## config.mk

```make
export PLATFORM = sky130hd
export DESIGN_NAME = hub_cfg_reg
export DESIGN_NICKNAME = d
export VERILOG_FILES = /design/src/rtl/hub_cfg_pkg.sv /design/src/rtl/hub_cfg_strap_capture.sv /design/src/rtl/hub_cfg_src_sel.sv /design/src/rtl/hub_cfg_store.sv /design/src/rtl/hub_cfg_pwr_decode.sv /design/src/rtl/hub_cfg_reg.sv
export SDC_FILE = /design/constraint.sdc
export NUM_CORES = 1
export LEC_CHECK = 0
export BUFFER_PORTS_ARGS = -buffer_cell sky130_fd_sc_hd__buf_4
export CAP_MARGIN = 5
export CORE_MARGIN = 2
export CORE_UTILIZATION = 36
export DETAILED_ROUTE_END_ITERATION = 16
export PLACE_DENSITY = 0.74
export SYNTH_ARGS = -nofsm -noshare
export SYNTH_HDL_FRONTEND = slang
export SYNTH_HIERARCHICAL = 1
export SYNTH_SLANG_ARGS = --single-unit
```

## constraint.sdc

```tcl
create_clock -name clk -period 1 [get_ports clk]
set_input_delay 0.05 -clock clk [delete_from_list [all_inputs] [get_ports clk]]
set_output_delay 0.05 -clock clk [all_outputs]
set_load 0.005 [all_outputs]
```

## src/rtl/hub_cfg_pkg.sv

```systemverilog
package hub_cfg_pkg;
   localparam int unsigned CFG_W = 8;

   localparam int unsigned B_STR  = 7;
   localparam int unsigned B_SER  = 6;
   localparam int unsigned B_LPM  = 5;
   localparam int unsigned B_PIND = 4;
   localparam int unsigned B_GANG = 3;
   localparam int unsigned B_FPM  = 2;
   localparam int unsigned B_TMR  = 1;
   localparam int unsigned B_RSVD = 0;

   typedef struct packed {
      logic lpm_dis;
      logic port_ind;
      logic ganged;
      logic fpm;
      logic tmr_ovr;
   } strap_t;

   function automatic logic [CFG_W-1:0] strap_word(input strap_t s);
      logic [CFG_W-1:0] w;
      w         = '0;
      w[B_LPM]  = s.lpm_dis;
      w[B_PIND] = s.port_ind;
      w[B_GANG] = s.ganged;
      w[B_FPM]  = s.fpm;
      w[B_TMR]  = s.tmr_ovr;
      return w;
   endfunction
endpackage

```

## src/rtl/hub_cfg_strap_capture.sv

```systemverilog
module hub_cfg_strap_capture (
   input  logic clk,
   input  logic rst,
   output logic cap
);
   logic pend_q;

   always_ff @(posedge clk) begin
      if (rst) pend_q <= 1'b1;
      else     pend_q <= 1'b0;
   end

   // High during the one cycle that follows reset release.
   assign cap = pend_q & ~rst;
endmodule

```

## src/rtl/hub_cfg_src_sel.sv

```systemverilog
module hub_cfg_src_sel #(
   parameter int unsigned W = 8
) (
   input  logic         mode_smbus,
   input  logic         cap,
   input  logic         ee_load,
   input  logic [W-1:0] ee_data,
   input  logic         host_wr,
   input  logic [W-1:0] host_data,
   output logic         we,
   output logic [W-1:0] wdata
);
   always_comb begin
      if (mode_smbus) begin
         we    = host_wr;
         wdata = host_data;
      end else begin
         we    = ee_load;
         wdata = ee_data;
      end
      // Strap capture owns the first cycle after reset.
      if (cap) we = 1'b0;
   end
endmodule

```

## src/rtl/hub_cfg_store.sv

```systemverilog
module hub_cfg_store #(
   parameter int unsigned    W         = 8,
   parameter logic [W-1:0]   RSVD_MASK = 8'h01
) (
   input  logic         clk,
   input  logic         rst,
   input  logic         cap,
   input  logic [W-1:0] cap_word,
   input  logic         we,
   input  logic [W-1:0] wdata,
   output logic [W-1:0] q
);
   for (genvar i = 0; i < W; i++) begin : g_bit
      if (RSVD_MASK[i]) begin : g_rsvd
         assign q[i] = 1'b0;
      end else begin : g_rw
         logic b_q;
         always_ff @(posedge clk) begin
            if (rst)      b_q <= 1'b0;
            else if (cap) b_q <= cap_word[i];
            else if (we)  b_q <= wdata[i];
         end
         assign q[i] = b_q;
      end
   end
endmodule

```

## src/rtl/hub_cfg_pwr_decode.sv

```systemverilog
module hub_cfg_pwr_decode (
   input  logic fpm,
   input  logic self_powered,
   output logic pwr_sw_en,
   output logic ocd_en
);
   always_comb begin
      pwr_sw_en = 1'b1;
      ocd_en    = 1'b1;
      if (fpm) begin
         pwr_sw_en = ~self_powered;
         ocd_en    = self_powered;
      end
   end
endmodule

```

## src/rtl/hub_cfg_reg.sv

```systemverilog
module hub_cfg_reg
   import hub_cfg_pkg::*;
#(
   parameter int unsigned        REG_W      = 8,
   parameter logic [REG_W-1:0]   RSVD_MASK  = 8'h01,
   parameter logic [REG_W-1:0]   STRAP_MASK = 8'h3E
) (
   input  logic             clk,
   input  logic             rst,
   input  logic             mode_smbus,
   input  logic             strap_lpm_dis,
   input  logic             strap_port_ind,
   input  logic             strap_ganged,
   input  logic             strap_fpm,
   input  logic             strap_tmr_ovr,
   input  logic             ee_load,
   input  logic [REG_W-1:0] ee_data,
   input  logic             host_wr,
   input  logic [REG_W-1:0] host_data,
   input  logic             self_powered,
   output logic [REG_W-1:0] rd_data,
   output logic             cfg_str_en,
   output logic             cfg_ser_en,
   output logic             cfg_lpm_dis,
   output logic             cfg_port_ind,
   output logic             cfg_ganged,
   output logic             cfg_fpm,
   output logic             cfg_tmr_ovr,
   output logic             pwr_sw_en,
   output logic             ocd_en
);
   localparam logic [REG_W-1:0] OVERLAP = RSVD_MASK & STRAP_MASK;

   if (REG_W != CFG_W) begin : g_bad_width
      $error("hub_cfg_reg: REG_W must equal the package field layout width");
   end
   if (OVERLAP != '0) begin : g_bad_mask
      $error("hub_cfg_reg: a reserved bit cannot also be strap-loaded");
   end

   strap_t           straps;
   logic             cap;
   logic             we;
   logic [REG_W-1:0] wdata;
   logic [REG_W-1:0] cap_word;
   logic [REG_W-1:0] q;

   assign straps   = '{lpm_dis:  strap_lpm_dis,  port_ind: strap_port_ind,
                       ganged:   strap_ganged,   fpm:      strap_fpm,
                       tmr_ovr:  strap_tmr_ovr};
   assign cap_word = strap_word(straps) & STRAP_MASK;

   hub_cfg_strap_capture u_cap (
      .clk (clk),
      .rst (rst),
      .cap (cap)
   );

   hub_cfg_src_sel #(.W(REG_W)) u_sel (
      .mode_smbus (mode_smbus),
      .cap        (cap),
      .ee_load    (ee_load),
      .ee_data    (ee_data),
      .host_wr    (host_wr),
      .host_data  (host_data),
      .we         (we),
      .wdata      (wdata)
   );

   hub_cfg_store #(.W(REG_W), .RSVD_MASK(RSVD_MASK)) u_store (
      .clk      (clk),
      .rst      (rst),
      .cap      (cap),
      .cap_word (cap_word),
      .we       (we),
      .wdata    (wdata),
      .q        (q)
   );

   hub_cfg_pwr_decode u_pwr (
      .fpm          (q[B_FPM]),
      .self_powered (self_powered),
      .pwr_sw_en    (pwr_sw_en),
      .ocd_en       (ocd_en)
   );

   assign rd_data      = q;
   assign cfg_str_en   = q[B_STR];
   assign cfg_ser_en   = q[B_SER];
   assign cfg_lpm_dis  = q[B_LPM];
   assign cfg_port_ind = q[B_PIND];
   assign cfg_ganged   = q[B_GANG];
   assign cfg_fpm      = q[B_FPM];
   assign cfg_tmr_ovr  = q[B_TMR];
endmodule

```

# Yosys cells after proc, flatten, opt, wreduce, memory -nomap -nowiden
# Index checks and enable logic that the tools add are counted.
# word_totals
regBits	8
wordCells	29
in_bits	27
# classes
reduce_logical	2
n_mux	16
bitwise_logic	3
# ops
operator	n
$mux W1	15
$mux W8	1
$not A1 Y1	2
$reduce_bool A2 Y1	1
$reduce_or A2 Y1	1
$and A1 B1 Y1	1

# Longest topological paths before layout
# depth
depth_word	5
mapped_depth	6
depth_no_buf	4

# Modules after synthesis
# The synthesis kept the hierarchy.
# by_module_without_submodules
mod	seq_area_each_um2	cells_each	instances	area_per_inst_um2
hub_cfg_store	140.1	39	1	385.4
hub_cfg_src_sel	0.0	11	1	145.1
hub_cfg_reg	0.0	8	1	56.3
hub_cfg_strap_capture	20.0	2	1	33.8
hub_cfg_pwr_decode	0.0	2	1	10.0

# Worst setup path before layout
# OpenSTA, ideal clock, no wires.
# synth_path
kind	register to register
from	register u_cap.pend_q
to	register u_store.g_bit[1].g_rw.b_q
setup_slack_ps	-49
path_stages_with_launch	6
t_arrival_ps	963
required_time_ps	914
period_less_slack_ps	1049
setup_time_ps	86
cell_sequence	dfxtp_1 nor2b_4 nor2_1 buf_6 mux2i_1 a211oi_1
# synth_via
elab_chain_len	3
word_cells_on_any_way	4
# synth_lines
item	line	text
from (decl)	hub_cfg_strap_capture.sv:6	logic pend_q;
from (signal assigned)	hub_cfg_strap_capture.sv:9	if (rst) pend_q <= 1'b1;
from (signal assigned)	hub_cfg_strap_capture.sv:10	else pend_q <= 1'b0;
$and A1 B1 Y1	hub_cfg_strap_capture.sv:14	assign cap = pend_q & ~rst;
named net cap	hub_cfg_reg.sv:42	logic cap;
$mux W1	hub_cfg_src_sel.sv:22	if (cap) we = 1'b0;
named net we	hub_cfg_reg.sv:43	logic we;
$reduce_bool A2 Y1 (no line)	--	
to (signal assigned)	hub_cfg_store.sv:20	else if (cap) b_q <= cap_word[i];
to (signal assigned)	hub_cfg_store.sv:21	else if (we) b_q <= wdata[i];
to (decl)	hub_cfg_store.sv:17	logic b_q;
# The timed path passes the listed nets, and every way through them passes these cells.
# A chain may end at the register's enable or synchronous reset.

# Worst setup path in the final report
# layout_path
from	register u_cap.pend_q
to	register u_store.g_bit[3].g_rw.b_q
# layout_via
elab_chain_len	3
word_cells_on_any_way	4
# layout_lines
item	line
$and A1 B1 Y1	hub_cfg_strap_capture.sv:14
named net cap	hub_cfg_reg.sv:42
$mux W1	hub_cfg_src_sel.sv:22
named net we	hub_cfg_reg.sv:43
$reduce_bool A2 Y1 (no line)	--
to (signal assigned)	hub_cfg_store.sv:20
to (signal assigned)	hub_cfg_store.sv:21
to (decl)	hub_cfg_store.sv:17
# The timed path passes the listed nets, and every way through them passes these cells.

==> impl_metrics.prom <==
# TYPE chip_impl_metric gauge
chip_impl_metric{name="netSwitchingFraction",unit=""} 0.252
chip_impl_metric{name="num_vias",unit=""} 523
chip_impl_metric{name="final_core_utilization",unit=""} 0.579
chip_impl_metric{name="grt_max_degree",unit=""} 9
chip_impl_info{name="layout.cells.most_common_list",value="buf_4, dfxtp_1, mux2_4, mux2i_1, nor2b_1"} 1
chip_impl_metric{name="gp_routability_congestion",unit=""} 0.649
chip_impl_metric{name="power.share.combinational",unit=""} 0.351
chip_impl_metric{name="report.final.slew_viol_count",unit=""} 0
chip_impl_metric{name="critical_path_peak_fanout",unit=""} 4
chip_impl_metric{name="total_power",unit="W"} 0.000954
chip_impl_info{name="cts.root.buffer_cell",value="clkbuf_4"} 1
chip_impl_metric{name="post-cts-setup-buffers",unit=""} 0
chip_impl_info{name="grt-busiest-layer",value="met2"} 1
chip_impl_metric{name="final_period_minus_worst_setup_slack",unit="ps"} 1090
chip_impl_info{name="final_common_cell",value="buf_4"} 1
chip_impl_metric{name="final_worst_setup_slack",unit="ps"} -85.7
chip_impl_metric{name="met2_usage",unit=""} 0.234
chip_impl_info{name="hold_path.startpoint",value="rst"} 1
chip_impl_info{name="crit_path_launch",value="u_cap/pend_q"} 1
chip_impl_metric{name="first_global_vias",unit=""} 489
chip_impl_metric{name="fmax",unit="GHz"} 0.921
chip_impl_metric{name="worst-endpoint-required",unit="ps"} 1170
chip_impl_metric{name="synth.avg_cell_area",unit="µm²"} 10.1
chip_impl_metric{name="worst_clock_skew",unit="ps"} 1.14
chip_impl_metric{name="timing_hold_violations_final",unit=""} 0
chip_impl_metric{name="fraction_of_power_consumed_by_the_clock_network",unit=""} 0.262
chip_impl_metric{name="ant_nets",unit=""} 0
chip_impl_metric{name="post_drt_via_cell_ratio",unit=""} 4.71
chip_impl_metric{name="report.final.setup_viol",unit=""} 7
chip_impl_metric{name="floorplan.io_pins",unit=""} 44
chip_impl_metric{name="detailedPlace.worstSlack",unit="ps"} -84.2
chip_impl_metric{name="clock_latency",unit="ps"} 260
chip_impl_metric{name="initial_cell_density_of_the_core",unit=""} 0.395
chip_impl_metric{name="power.internal",unit="W"} 0.000714
chip_impl_metric{name="post_route_cells_drive_above_1_share",unit=""} 0.642
chip_impl_metric{name="hpwl",unit="µm"} 1020
chip_impl_metric{name="max_cap_violations",unit=""} 0
chip_impl_info{name="crit_path_start_kind",value="flip-flop"} 1
chip_impl_metric{name="horizontal_extent_of_the_die",unit="µm"} 45.4
chip_impl_info{name="worst_setup_path_end_kind",value="flip-flop"} 1
chip_impl_metric{name="antenna_cells_inserted",unit=""} 0
chip_impl_metric{name="global_route.usage.met1",unit=""} 0.136
chip_impl_metric{name="seq_power_share",unit=""} 0.387
chip_impl_metric{name="wl_per_cell",unit="µm"} 11.3
chip_impl_info{name="clock_tree_from_tritoncts",value="built"} 1
chip_impl_metric{name="floorplan.core_area",unit="µm²"} 1560
chip_impl_metric{name="place_inst",unit=""} 108
chip_impl_metric{name="flow.area_growth_from_synthesis",unit="%"} 46.7
chip_impl_metric{name="fill_cells",unit=""} 139
chip_impl_metric{name="chipHeight",unit="µm"} 45.4
chip_impl_metric{name="grt_antenna_before_repair",unit=""} 0
chip_impl_metric{name="final-instance-count-excl-fill",unit=""} 111
chip_impl_metric{name="final-seq-area",unit="µm²"} 160
chip_impl_metric{name="numCtsBuffers",unit=""} 3
chip_impl_metric{name="detail_route.iter0.violations",unit=""} 3
chip_impl_info{name="setup.worst_path.class",value="reg2reg"} 1
chip_impl_metric{name="groute.usage.overall",unit=""} 0.135
chip_impl_metric{name="grtUsageMet3",unit=""} 0.0480
chip_impl_metric{name="cp.arrival",unit="ps"} 1250
chip_impl_metric{name="irDropWorstVdd",unit="mV"} 0.816
chip_impl_metric{name="drc",unit=""} 0
chip_impl_metric{name="die_area",unit="µm²"} 2060
chip_impl_metric{name="final.period_utilization",unit=""} 1.09
chip_impl_info{name="violated_checks",value="negative setup slack"} 1
chip_impl_metric{name="p_leak",unit="nW"} 0.460
chip_impl_metric{name="synth-warning-count",unit=""} 6
chip_impl_metric{name="power_density",unit="nW/µm²"} 1060
chip_impl_metric{name="power.net_switching",unit="W"} 0.000240
chip_impl_metric{name="postSynthCellCount",unit=""} 61
chip_impl_metric{name="drtPass1Iterations",unit=""} 2
chip_impl_metric{name="syn-cell-area",unit="µm²"} 616
chip_impl_info{name="run_status",value="finished with violations"} 1
chip_impl_metric{name="ctsHtreeMaxLevel",unit=""} 1
chip_impl_info{name="holdCritPathClass",value="in2reg"} 1
chip_impl_metric{name="cts_buffer_depth",unit=""} 2
chip_impl_info{name="reg2reg_from",value="u_cap/pend_q"} 1
chip_impl_metric{name="clkSinkCount",unit=""} 8
chip_impl_metric{name="row_count",unit=""} 14
chip_impl_metric{name="grt_pass1_wl",unit="µm"} 1930
chip_impl_info{name="rsz0062_at_grt",value="true"} 1
chip_impl_metric{name="clk_transition_reported_paths",unit="ps"} 50
chip_impl_metric{name="aggregate_global_routing_overflow",unit=""} 0
chip_impl_metric{name="multi_input_area",unit="µm²"} 332
chip_impl_metric{name="layout.nets",unit=""} 124
chip_impl_metric{name="timing.reg2reg.worst_path_depth",unit=""} 5
chip_impl_metric{name="port_buffers",unit=""} 40
chip_impl_metric{name="wl",unit="µm"} 1260
chip_impl_metric{name="whs_path_depth",unit=""} 2
-- final timing paths --
check	endpoint	slack, ps
worst min-delay path	u_cap/pend_q	90
worst max register to register	u_store/g_bit[3].g_rw.b_q	-90
worst min register to register	u_store/g_bit[6].g_rw.b_q	570
worst max-delay path	u_store/g_bit[3].g_rw.b_q	-90
-- sequential cells by signal, summed over array words and instances, names as in the netlist --
name / cells
u_store/g_bit.g_rw.b_q: 7
u_cap/pend_q: 1
-- layout make-up --
cell class,count,share of cell area
Clock buffer,3,0.0249
Inverter,1,0.00416
Multi-Input combinational cell,36,0.367
Sequential cell,8,0.177
Tap cell,16,0.0222
Timing Repair Buffer,47,0.404
-- per-layer routing --
metal	vias to the layer above	part of all wire	wire, µm
met2	28	0.49	617
met3	2	0.096	120
met1	233	0.40	497
met5	-	0	0
li1	260	-	-
met4	0	0.016	20
-- through the flow --
step | TNS (ps) | hold WS, ps | instance area [µm²]
2_1_floorplan | -38.2 | 77.7 | 622
3_3_place_gp | -195 | 339 | 872
3_5_place_dp | -448 | 342 | 872
4_1_cts | -590 | 67.4 | 895
5_1_grt | -1040 | 88.7 | 903
6_report | -501 | 88.1 | 903
-- power groups by stage --
| stage | Clock (W) | Sequential (W) | Combinational [W] |
|---|---|---|---|
| after detailed placement | 0 | 0.000376 | 0.000332 |
| after floorplan | 0 | 0.000364 | 0.000219 |
| after global placement | 0 | 0.000374 | 0.000328 |
| after global routing | 0.000280 | 0.000373 | 0.000365 |
| after CTS | 0.000272 | 0.000369 | 0.000334 |
| final | 0.000250 | 0.000369 | 0.000335 |
-- critical path, stage by stage (launching register included) --
cell and delay [ps]:
dfxtp_1 310, nor2b_4 170, nor2_2 50, buf_4 160, mux2i_1 110, a211oi_1 210
-- timing repair --
| item | 4_1_cts | 5_1_grt |
|---|---|---|
| hold buffers | 0 | 0 |
| gates resized for setup | 0 | 2 |
| pin swaps | 2 | 1 |
| endpoints found under the setup margin | 7 | 7 |
Power figures use the tool's default switching activity.
